`src/rtl/pwm_db_pkg.sv`:
```
package pwm_db_pkg;
    localparam int ADDR_W = 3;

    typedef enum logic [ADDR_W-1:0] {
        REG_CTRL    = 3'd0,
        REG_PERIOD  = 3'd1,
        REG_DUTY    = 3'd2,
        REG_DEAD_HI = 3'd3,
        REG_DEAD_LO = 3'd4
    } reg_addr_e;

    localparam int CTRL_RUN_BIT  = 0;
    localparam int CTRL_DTEN_BIT = 1;
    localparam int CTRL_POL_BIT  = 2;
endpackage

```
`src/rtl/pwm_db_regs.sv`:
```
module pwm_db_regs
    import pwm_db_pkg::*;
#(
    parameter int CNT_W = 16,
    parameter int DT_W  = 12
) (
    input  logic              clk,
    input  logic              rst_n,
    input  logic              wr_en,
    input  logic [ADDR_W-1:0] wr_addr,
    input  logic [CNT_W-1:0]  wr_data,
    input  logic              wrap,
    output logic              run,
    output logic              dten,
    output logic              pol,
    output logic [CNT_W-1:0]  per,
    output logic [CNT_W-1:0]  duty,
    output logic [DT_W-1:0]   dth,
    output logic [DT_W-1:0]   dtl
);
    typedef struct packed {
        logic [CNT_W-1:0] per;
        logic [CNT_W-1:0] duty;
        logic [DT_W-1:0]  dth;
        logic [DT_W-1:0]  dtl;
    } timing_t;

    typedef struct packed {
        logic    run;
        logic    dten;
        logic    pol;
        timing_t shd;
        timing_t act;
    } state_t;

    state_t st_q, st_d;

    always_comb begin
        st_d = st_q;
        // Held values enter use only at a wrap of a running counter
        if (st_q.run && wrap) st_d.act = st_q.shd;
        if (wr_en) begin
            case (wr_addr)
                REG_CTRL: begin
                    st_d.run  = wr_data[CTRL_RUN_BIT];
                    st_d.dten = wr_data[CTRL_DTEN_BIT];
                    st_d.pol  = wr_data[CTRL_POL_BIT];
                end
                REG_PERIOD: begin
                    st_d.shd.per = wr_data;
                    if (!st_q.run) st_d.act.per = wr_data;
                end
                REG_DUTY: begin
                    st_d.shd.duty = wr_data;
                    if (!st_q.run) st_d.act.duty = wr_data;
                end
                REG_DEAD_HI: begin
                    st_d.shd.dth = wr_data[DT_W-1:0];
                    if (!st_q.run) st_d.act.dth = wr_data[DT_W-1:0];
                end
                REG_DEAD_LO: begin
                    st_d.shd.dtl = wr_data[DT_W-1:0];
                    if (!st_q.run) st_d.act.dtl = wr_data[DT_W-1:0];
                end
                default: ;
            endcase
        end
    end

    always_ff @(posedge clk) begin
        if (!rst_n) st_q <= '0;
        else        st_q <= st_d;
    end

    assign run  = st_q.run;
    assign dten = st_q.dten;
    assign pol  = st_q.pol;
    assign per  = st_q.act.per;
    assign duty = st_q.act.duty;
    assign dth  = st_q.act.dth;
    assign dtl  = st_q.act.dtl;
endmodule

```
`src/rtl/pwm_db_timebase.sv`:
```
module pwm_db_timebase #(
    parameter int CNT_W = 16
) (
    input  logic             clk,
    input  logic             rst_n,
    input  logic             run,
    input  logic [CNT_W-1:0] per,
    input  logic [CNT_W-1:0] duty,
    output logic             wrap,
    output logic             raw
);
    logic [CNT_W-1:0] cnt_q, cnt_d;
    logic [CNT_W-1:0] last;

    always_comb begin
        last = (per == '0) ? '0 : per - 1'b1;
        wrap = run && (cnt_q >= last);
        raw  = cnt_q < duty;
        if (!run)      cnt_d = '0;
        else if (wrap) cnt_d = '0;
        else           cnt_d = cnt_q + 1'b1;
    end

    always_ff @(posedge clk) begin
        if (!rst_n) cnt_q <= '0;
        else        cnt_q <= cnt_d;
    end
endmodule

```
`src/rtl/pwm_db_delay.sv`:
```
module pwm_db_delay #(
    parameter int DT_W = 12
) (
    input  logic            clk,
    input  logic            rst_n,
    input  logic            want,
    input  logic [DT_W-1:0] dly,
    output logic            act
);
    typedef struct packed {
        logic            want;
        logic [DT_W-1:0] cnt;
        logic            act;
    } dstate_t;

    dstate_t s_q, s_d;

    always_comb begin
        s_d      = s_q;
        s_d.want = want;
        if (!want) begin
            s_d.cnt = '0;
            s_d.act = 1'b0;
        end else if (!s_q.want) begin
            // Turn-on request: load the delay, go active at once only if zero
            s_d.cnt = dly;
            s_d.act = (dly == '0);
        end else if (s_q.cnt > 1) begin
            s_d.cnt = s_q.cnt - 1'b1;
            s_d.act = 1'b0;
        end else begin
            s_d.cnt = '0;
            s_d.act = 1'b1;
        end
    end

    always_ff @(posedge clk) begin
        if (!rst_n) s_q <= '0;
        else        s_q <= s_d;
    end

    assign act = s_q.act;
endmodule

```
`src/rtl/pwm_deadband_pair.sv`:
```
module pwm_deadband_pair
    import pwm_db_pkg::*;
#(
    parameter int CNT_W = 16,
    parameter int DT_W  = 12
) (
    input  logic              clk,
    input  logic              rst_n,
    input  logic              wr_en,
    input  logic [ADDR_W-1:0] wr_addr,
    input  logic [CNT_W-1:0]  wr_data,
    output logic              out_hi,
    output logic              out_lo,
    output logic              ch_enabled
);
    localparam int SIDES = 2;

    logic             run, dten, pol, wrap, raw_lvl;
    logic [CNT_W-1:0] per, duty;
    logic [DT_W-1:0]  dth, dtl;
    logic [CNT_W:0]   hi_room;
    logic             hi_fits, lo_fits;
    logic [SIDES-1:0] want, side_act;
    logic [DT_W-1:0]  dly [SIDES];
    logic             act_hi, act_lo;

    pwm_db_regs #(.CNT_W(CNT_W), .DT_W(DT_W)) u_regs (
        .clk(clk), .rst_n(rst_n), .wr_en(wr_en), .wr_addr(wr_addr),
        .wr_data(wr_data), .wrap(wrap), .run(run), .dten(dten), .pol(pol),
        .per(per), .duty(duty), .dth(dth), .dtl(dtl)
    );

    pwm_db_timebase #(.CNT_W(CNT_W)) u_tb (
        .clk(clk), .rst_n(rst_n), .run(run), .per(per), .duty(duty),
        .wrap(wrap), .raw(raw_lvl)
    );

    // Each delay must fit inside the phase it delays
    always_comb begin
        hi_room = {1'b0, per} - {1'b0, duty};
        hi_fits = !hi_room[CNT_W] &&
                  ({{(CNT_W+1-DT_W){1'b0}}, dth} < hi_room);
        lo_fits = {{(CNT_W-DT_W){1'b0}}, dtl} < duty;
        dly[0]  = (dten && hi_fits) ? dth : '0;
        dly[1]  = (dten && lo_fits) ? dtl : '0;
        want[0] = run && raw_lvl;
        want[1] = run && !raw_lvl;
    end

    for (genvar s = 0; s < SIDES; s++) begin : g_side
        pwm_db_delay #(.DT_W(DT_W)) u_dly (
            .clk(clk), .rst_n(rst_n), .want(want[s]), .dly(dly[s]),
            .act(side_act[s])
        );
    end

    assign act_hi     = run && side_act[0];
    assign act_lo     = run && side_act[1];
    assign out_hi     = act_hi ? pol : !pol;
    assign out_lo     = act_lo ? pol : !pol;
    assign ch_enabled = run;
endmodule

```
`config.mk`:
```
export PLATFORM = sky130hd
export DESIGN_NAME = pwm_deadband_pair
export DESIGN_NICKNAME = d
export VERILOG_FILES = /design/src/rtl/pwm_db_pkg.sv /design/src/rtl/pwm_db_regs.sv /design/src/rtl/pwm_db_timebase.sv /design/src/rtl/pwm_db_delay.sv /design/src/rtl/pwm_deadband_pair.sv
export SDC_FILE = /design/constraint.sdc
export NUM_CORES = 1
export LEC_CHECK = 0
export CORE_ASPECT_RATIO = 1.4
export CORE_UTILIZATION = 36
export DETAILED_ROUTE_END_ITERATION = 8
export GPL_ROUTABILITY_DRIVEN = 0
export PLACE_DENSITY = 0.53
export SYNTH_ARGS = -nofsm -noshare
export SYNTH_HDL_FRONTEND = slang
export SYNTH_HIERARCHICAL = 1
export SYNTH_SLANG_ARGS = --single-unit
```
`constraint.sdc`:
```
create_clock -name clk -period 8.3 [get_ports clk]
set_clock_uncertainty 0.15 [all_clocks]
set_input_delay 2.49 -clock clk [delete_from_list [all_inputs] [get_ports clk]]
set_output_delay 2.49 -clock clk [all_outputs]
set_load 0.005 [all_outputs]
```
# Word level (Yosys, flattened, before mapping)
# Index checks and enable logic that the tools add are counted.
[totals]
reg_bits = 159
output_inout_bits = 3
word_cells = 78
[op_classes]
add_sub_neg = 5
order_cmp = 6
n_eq_ne = 4
mux = 19
bitwise_logic = 2
n_reduce_logical = 24
[op_table]
columns = ["operator", "n"]
rows = [
  ["56-bit 2-to-1 mux", 2],
  ["16-bit 2-to-1 mux", 5],
  ["12-bit 2-to-1 mux", 6],
  ["13-bit 2-to-1 mux", 4],
  ["12-bit by 1-bit greater-than comparator with 1-bit output (second input constant)", 2],
  ["12-bit zero test", 2],
  ["12-bit by 1-bit subtractor with 12-bit output (second input constant)", 2],
  ["12-bit by 17-bit less-than comparator with 1-bit output", 1],
  ["16-bit by 16-bit subtractor with 17-bit output", 1],
  ["16-bit by 1-bit adder with 16-bit output (second input constant)", 1],
  ["16-bit greater-or-equal comparator", 1],
  ["16-bit zero test", 1],
  ["12-bit by 16-bit less-than comparator with 1-bit output", 1],
  ["16-bit less-than comparator", 1],
  ["16-bit by 1-bit subtractor with 16-bit output (second input constant)", 1],
  ["2-bit AND reduction", 7],
  ["1-bit logical AND", 9],
  ["3-bit by 2-bit == test with 1-bit output (second input constant)", 2],
  ["3-bit by 1-bit == test with 1-bit output (second input constant)", 1],
  ["3-bit == test (second input constant)", 1],
  ["1-bit zero test", 3],
  ["3-bit zero test", 1],
  ["3-bit OR reduction", 1],
  ["1-bit 2-to-1 mux", 2],
  ["1-bit inverter", 2],
]

# Longest topological paths before layout
[depth]
ltp_word = 9
mapped_depth = 24

# Cells and area by module
# Netlist, hierarchy kept.
[by_module_without_submodules]
columns = ["mod", "n_inst", "cells_each", "area_per_inst_um2", "seq_area_each_um2"]
rows = [
  ["pwm_db_regs", 1, 631, 5260.0, 2302.2],
  ["pwm_db_timebase", 1, 226, 1895.6, 320.3],
  ["pwm_deadband_pair", 1, 227, 1635.3, 0.0],
  ["pwm_db_delay", 2, 86, 720.7, 280.3],
]

# Least setup slack after synthesis
# No wires, ideal clock.
[synth_timing]
kind = "reg2reg"
start = "reg u_regs.st_q (netlist bit u_regs/per[0])"
end = "reg g_side[0].u_dly.s_q (netlist bit g_side[0].u_dly/act)"
arrival_time_ns = 3.692
required_ns = 8.032
setup_slack_ns = 4.340
path_stages_with_launch = 23
period_less_slack_ns = 3.960
path_cell_list = "dfxtp_1 > buf_4 > inv_1 > ha_1 > fa_1 > and2b_1 > o2111ai_2 > a211oi_4 > or3_1 > a21oi_1 > xor2_1 > ha_1 > or4_1 > a221oi_1 > a21oi_1 > o21ai_0 > nor4_2 > buf_6 > nor2_1 > nor4_1 > nand4_1 > o21a_1 > nor2_1"
[synth_rtl]
columns = ["element", "line_no", "source"]
rows = [
  ["start: declaration", "pwm_db_regs.sv:36", "state_t st_q, st_d;"],
  ["start signal: assignment", "pwm_db_regs.sv:72", "else st_q <= st_d;"],
  ["end signal: assignment", "pwm_db_delay.sv:38", "if (!rst_n) s_q <= '0;"],
  ["end signal: assignment", "pwm_db_delay.sv:39", "else s_q <= s_d;"],
  ["end: declaration", "pwm_db_delay.sv:16", "dstate_t s_q, s_d;"],
]

==> impl_metrics.json <==
{
  "fin_crit_sh": 0.581,
  "die_h_um": 201,
  "arrival_ps": 5050,
  "grt-ovfl-total": 0,
  "boundaryPins": 25,
  "syn_inst": 1256,
  "clkTransAtPathRegs_ps": 70,
  "nNetsFinal": 1281,
  "met3WireLength_um": 999,
  "portBuffers": 24,
  "post_cts_buffers": 0,
  "drt_iter0_drc": 484,
  "yosysMostFrequentCell": "nand2_1",
  "grt_max_degree": 71,
  "outcome": "finished, final reports clean",
  "tightest_slew_ps": 1200,
  "clock-root-buffer": "clkbuf_16",
  "grt_pass1_vias": 7949,
  "synth_top_area_share": 0.311,
  "crit_path_end_kind": "flop",
  "multi_input_area_um2": 6030,
  "final_antenna_net_count": 0,
  "rsz0062_at_grt": "no",
  "ctsResizeCount": 0,
  "irDropWorstVdd_mv": 0.242,
  "hold_violations": 0,
  "synth_flop_cell": "dfxtp_1",
  "synth_edf_count": 0,
  "yosys_register_bits": 159,
  "grt_pass1_wl_um": 44700,
  "synthesis.nets": 1355,
  "htreeDepth": 4,
  "routed.top_layer": "met4",
  "m1WireLength_um": 12000,
  "dp_hpwl_um": 20300,
  "route.detailed.drc": 0,
  "setup_ws_ps": 3480,
  "wl_met2_um": 13900,
  "cp_max_fo": 12,
  "drt_wl_total_um": 28100,
  "row_count": 72,
  "tns_ps": 0,
  "synth_top_cell_by_area": "dfxtp_1",
  "place_ws_ps": 3040,
  "viasPerCell": 5.36,
  "worstHoldPathType": "reg -> reg",
  "insertion_delay_ps": 450,
  "cts_buffers": 17,
  "relSlewSlack": 0.194,
  "yosys_warnings": 6,
  "core-area_um2": 27700,
  "power.leakage_nw": 4.13,
  "seqCellArea_um2": 3180,
  "cts_tree": "yes",
  "power_density_nw_per_um2": 177,
  "wl_per_cell_um": 17.9,
  "critPathKind": "reg -> reg",
  "cts_buffer_depth": 2,
  "max_freq_mhz": 207,
  "slew_viol_final": 0,
  "drive_above_1_share": 0.0803,
  "die_x_um": 144,
  "grtUsageTotal": 0.202,
  "critPathRequiredTime_ps": 8530,
  "initial_utilization": 0.369,
  "setup_viol": 0,
  "synth.avg_cell_area_um2": 8.15,
  "synthToLayoutAreaGrowth_pct": 5.53,
  "drtPass1Iterations": 5,
  "clock_sinks": 159,
  "fin_crit_ps": 4820,
  "antenna_cells": 0,
  "netlist_area_um2": 10200,
  "fillerInstances": 2965,
  "cp-start-kind": "flop",
  "maxCapViolCount": 0,
  "async_flop_share": 0,
  "die_area_um2": 29100,
  "synth_commonest_cells": "nand2_1, dfxtp_1, ha_1, buf_4",
  "synth_area_leaders": "dfxtp_1, nand2_1, ha_1",
  "synth.distinct_cells": 80,
  "dr_total_vias": 8390,
  "antenna_found_initial": 0,
  "hold_buffers": 0,
  "ys_seq_area_frac": 0.311
}
## stage by stage
| stage | cells | cell area (µm²) | util | hold slack [ps] | total power, mW |
|---|---|---|---|---|---|
| after floorplan | 1256 | 10200 | - | 285 | 1.05 |
| after global placement | 1533 | 10200 | 0.367 | 292 | 1.11 |
| after detailed placement | 1533 | 10200 | 0.367 | 297 | 1.12 |
| after CTS | 1565 | 10800 | 0.389 | 308 | 1.94 |
| after global routing | 1565 | 10800 | 0.389 | 326 | 2.00 |
| final | 1565 | 10800 | 0.389 | 308 | 1.92 |
## sequential cells by signal, indices dropped and copies added, names as in the netlist
name / cells
u_regs/st_q: 56
g_side.u_dly/s_q: 26
u_regs/duty: 16
u_regs/per: 16
u_tb/cnt_q: 16
u_regs/dth: 12
u_regs/dtl: 12
g_side.u_dly/act: 2
u_regs/dten: 1
u_regs/pol: 1
u_regs/run: 1
## power by group
part	internal, mW	switching, mW
combinational	0.122	0.179
sequential	0.779	0.0214
clock	0.464	0.350
## worst max-delay path, cell delays in order, from the launching register on
cell,delay [ps]
dfxtp_1,480
inv_1,80
ha_1,220
fa_1,410
and2b_1,250
o2111ai_2,160
a211oi_4,390
or3_1,160
a21oi_1,70
xor2_1,150
ha_1,270
o21a_1,100
o21ai_0,60
a21oi_1,140
o21ai_0,110
nor4_2,690
nor2_1,170
nor4_1,320
nand4_1,130
o21a_1,120
nor2_1,110
## metal layers
metal,track usage,up-vias
li1,-,4212
met1,0.246,3950
met2,0.341,185
met3,0.0343,43
met4,0.0944,0
met5,0,-
## placed cells by master, fill, tap and decap left out, types with 11 or more instances in the layout
| master | Yosys | final |
|---|---|---|
| nand3_1 | 45 | 45 |
| clkbuf_16 | 0 | 17 |
| o2111a_1 | 12 | 12 |
| clkdlybuf4s50_1 | 0 | 23 |
| inv_1 | 57 | 57 |
| nand2_1 | 266 | 265 |
| xnor2_1 | 19 | 19 |
| nor2_1 | 57 | 57 |
| ha_1 | 76 | 76 |
| o31ai_1 | 56 | 56 |
| dfxtp_1 | 159 | 158 |
| a21boi_0 | 25 | 25 |
| o21ai_0 | 50 | 50 |
| nand4_1 | 13 | 13 |
| xor2_1 | 36 | 36 |
| a31oi_1 | 48 | 48 |
| a21o_1 | 11 | 11 |
| a21oi_1 | 32 | 32 |
## final cells by class
cell class / instances / share of cell area
clock buffers: 19 / 0.0419
clock inverters: 13 / 0.0140
inverters: 57 / 0.0198
multi-input cells: 915 / 0.559
flip-flops and latches: 159 / 0.295
well taps: 370 / 0.0429
repair buffers: 32 / 0.0276
## final timing paths
kind / start / end / slack (ps) / cells past startpoint
setup / recovery: u_regs/per[0]$_SDFF_PN0_ / g_side[0].u_dly/act$_SDFF_PN0_ / 3480 / 20
hold / removal: u_regs/st_q[58]$_SDFFE_PN0P_ / u_regs/st_q[58]$_SDFFE_PN0P_ / 310 / 2
setup reg to reg: u_regs/per[0]$_SDFF_PN0_ / g_side[0].u_dly/act$_SDFF_PN0_ / 3480 / 20
hold reg to reg: u_regs/st_q[58]$_SDFFE_PN0P_ / u_regs/st_q[58]$_SDFFE_PN0P_ / 310 / 2
## cells by family after synthesis
logic type	after synthesis	share of synthesized area
multiplexers	7	0.00685
buffers and inverters	182	0.0995
flip-flops	159	0.311
AND/OR/NAND/NOR	480	0.236
AO/OA/AOI/OAI	296	0.205
XOR/XNOR	55	0.0471
adder cells (fa/ha/maj)	77	0.0949
(Power assumes the default switching activity.)
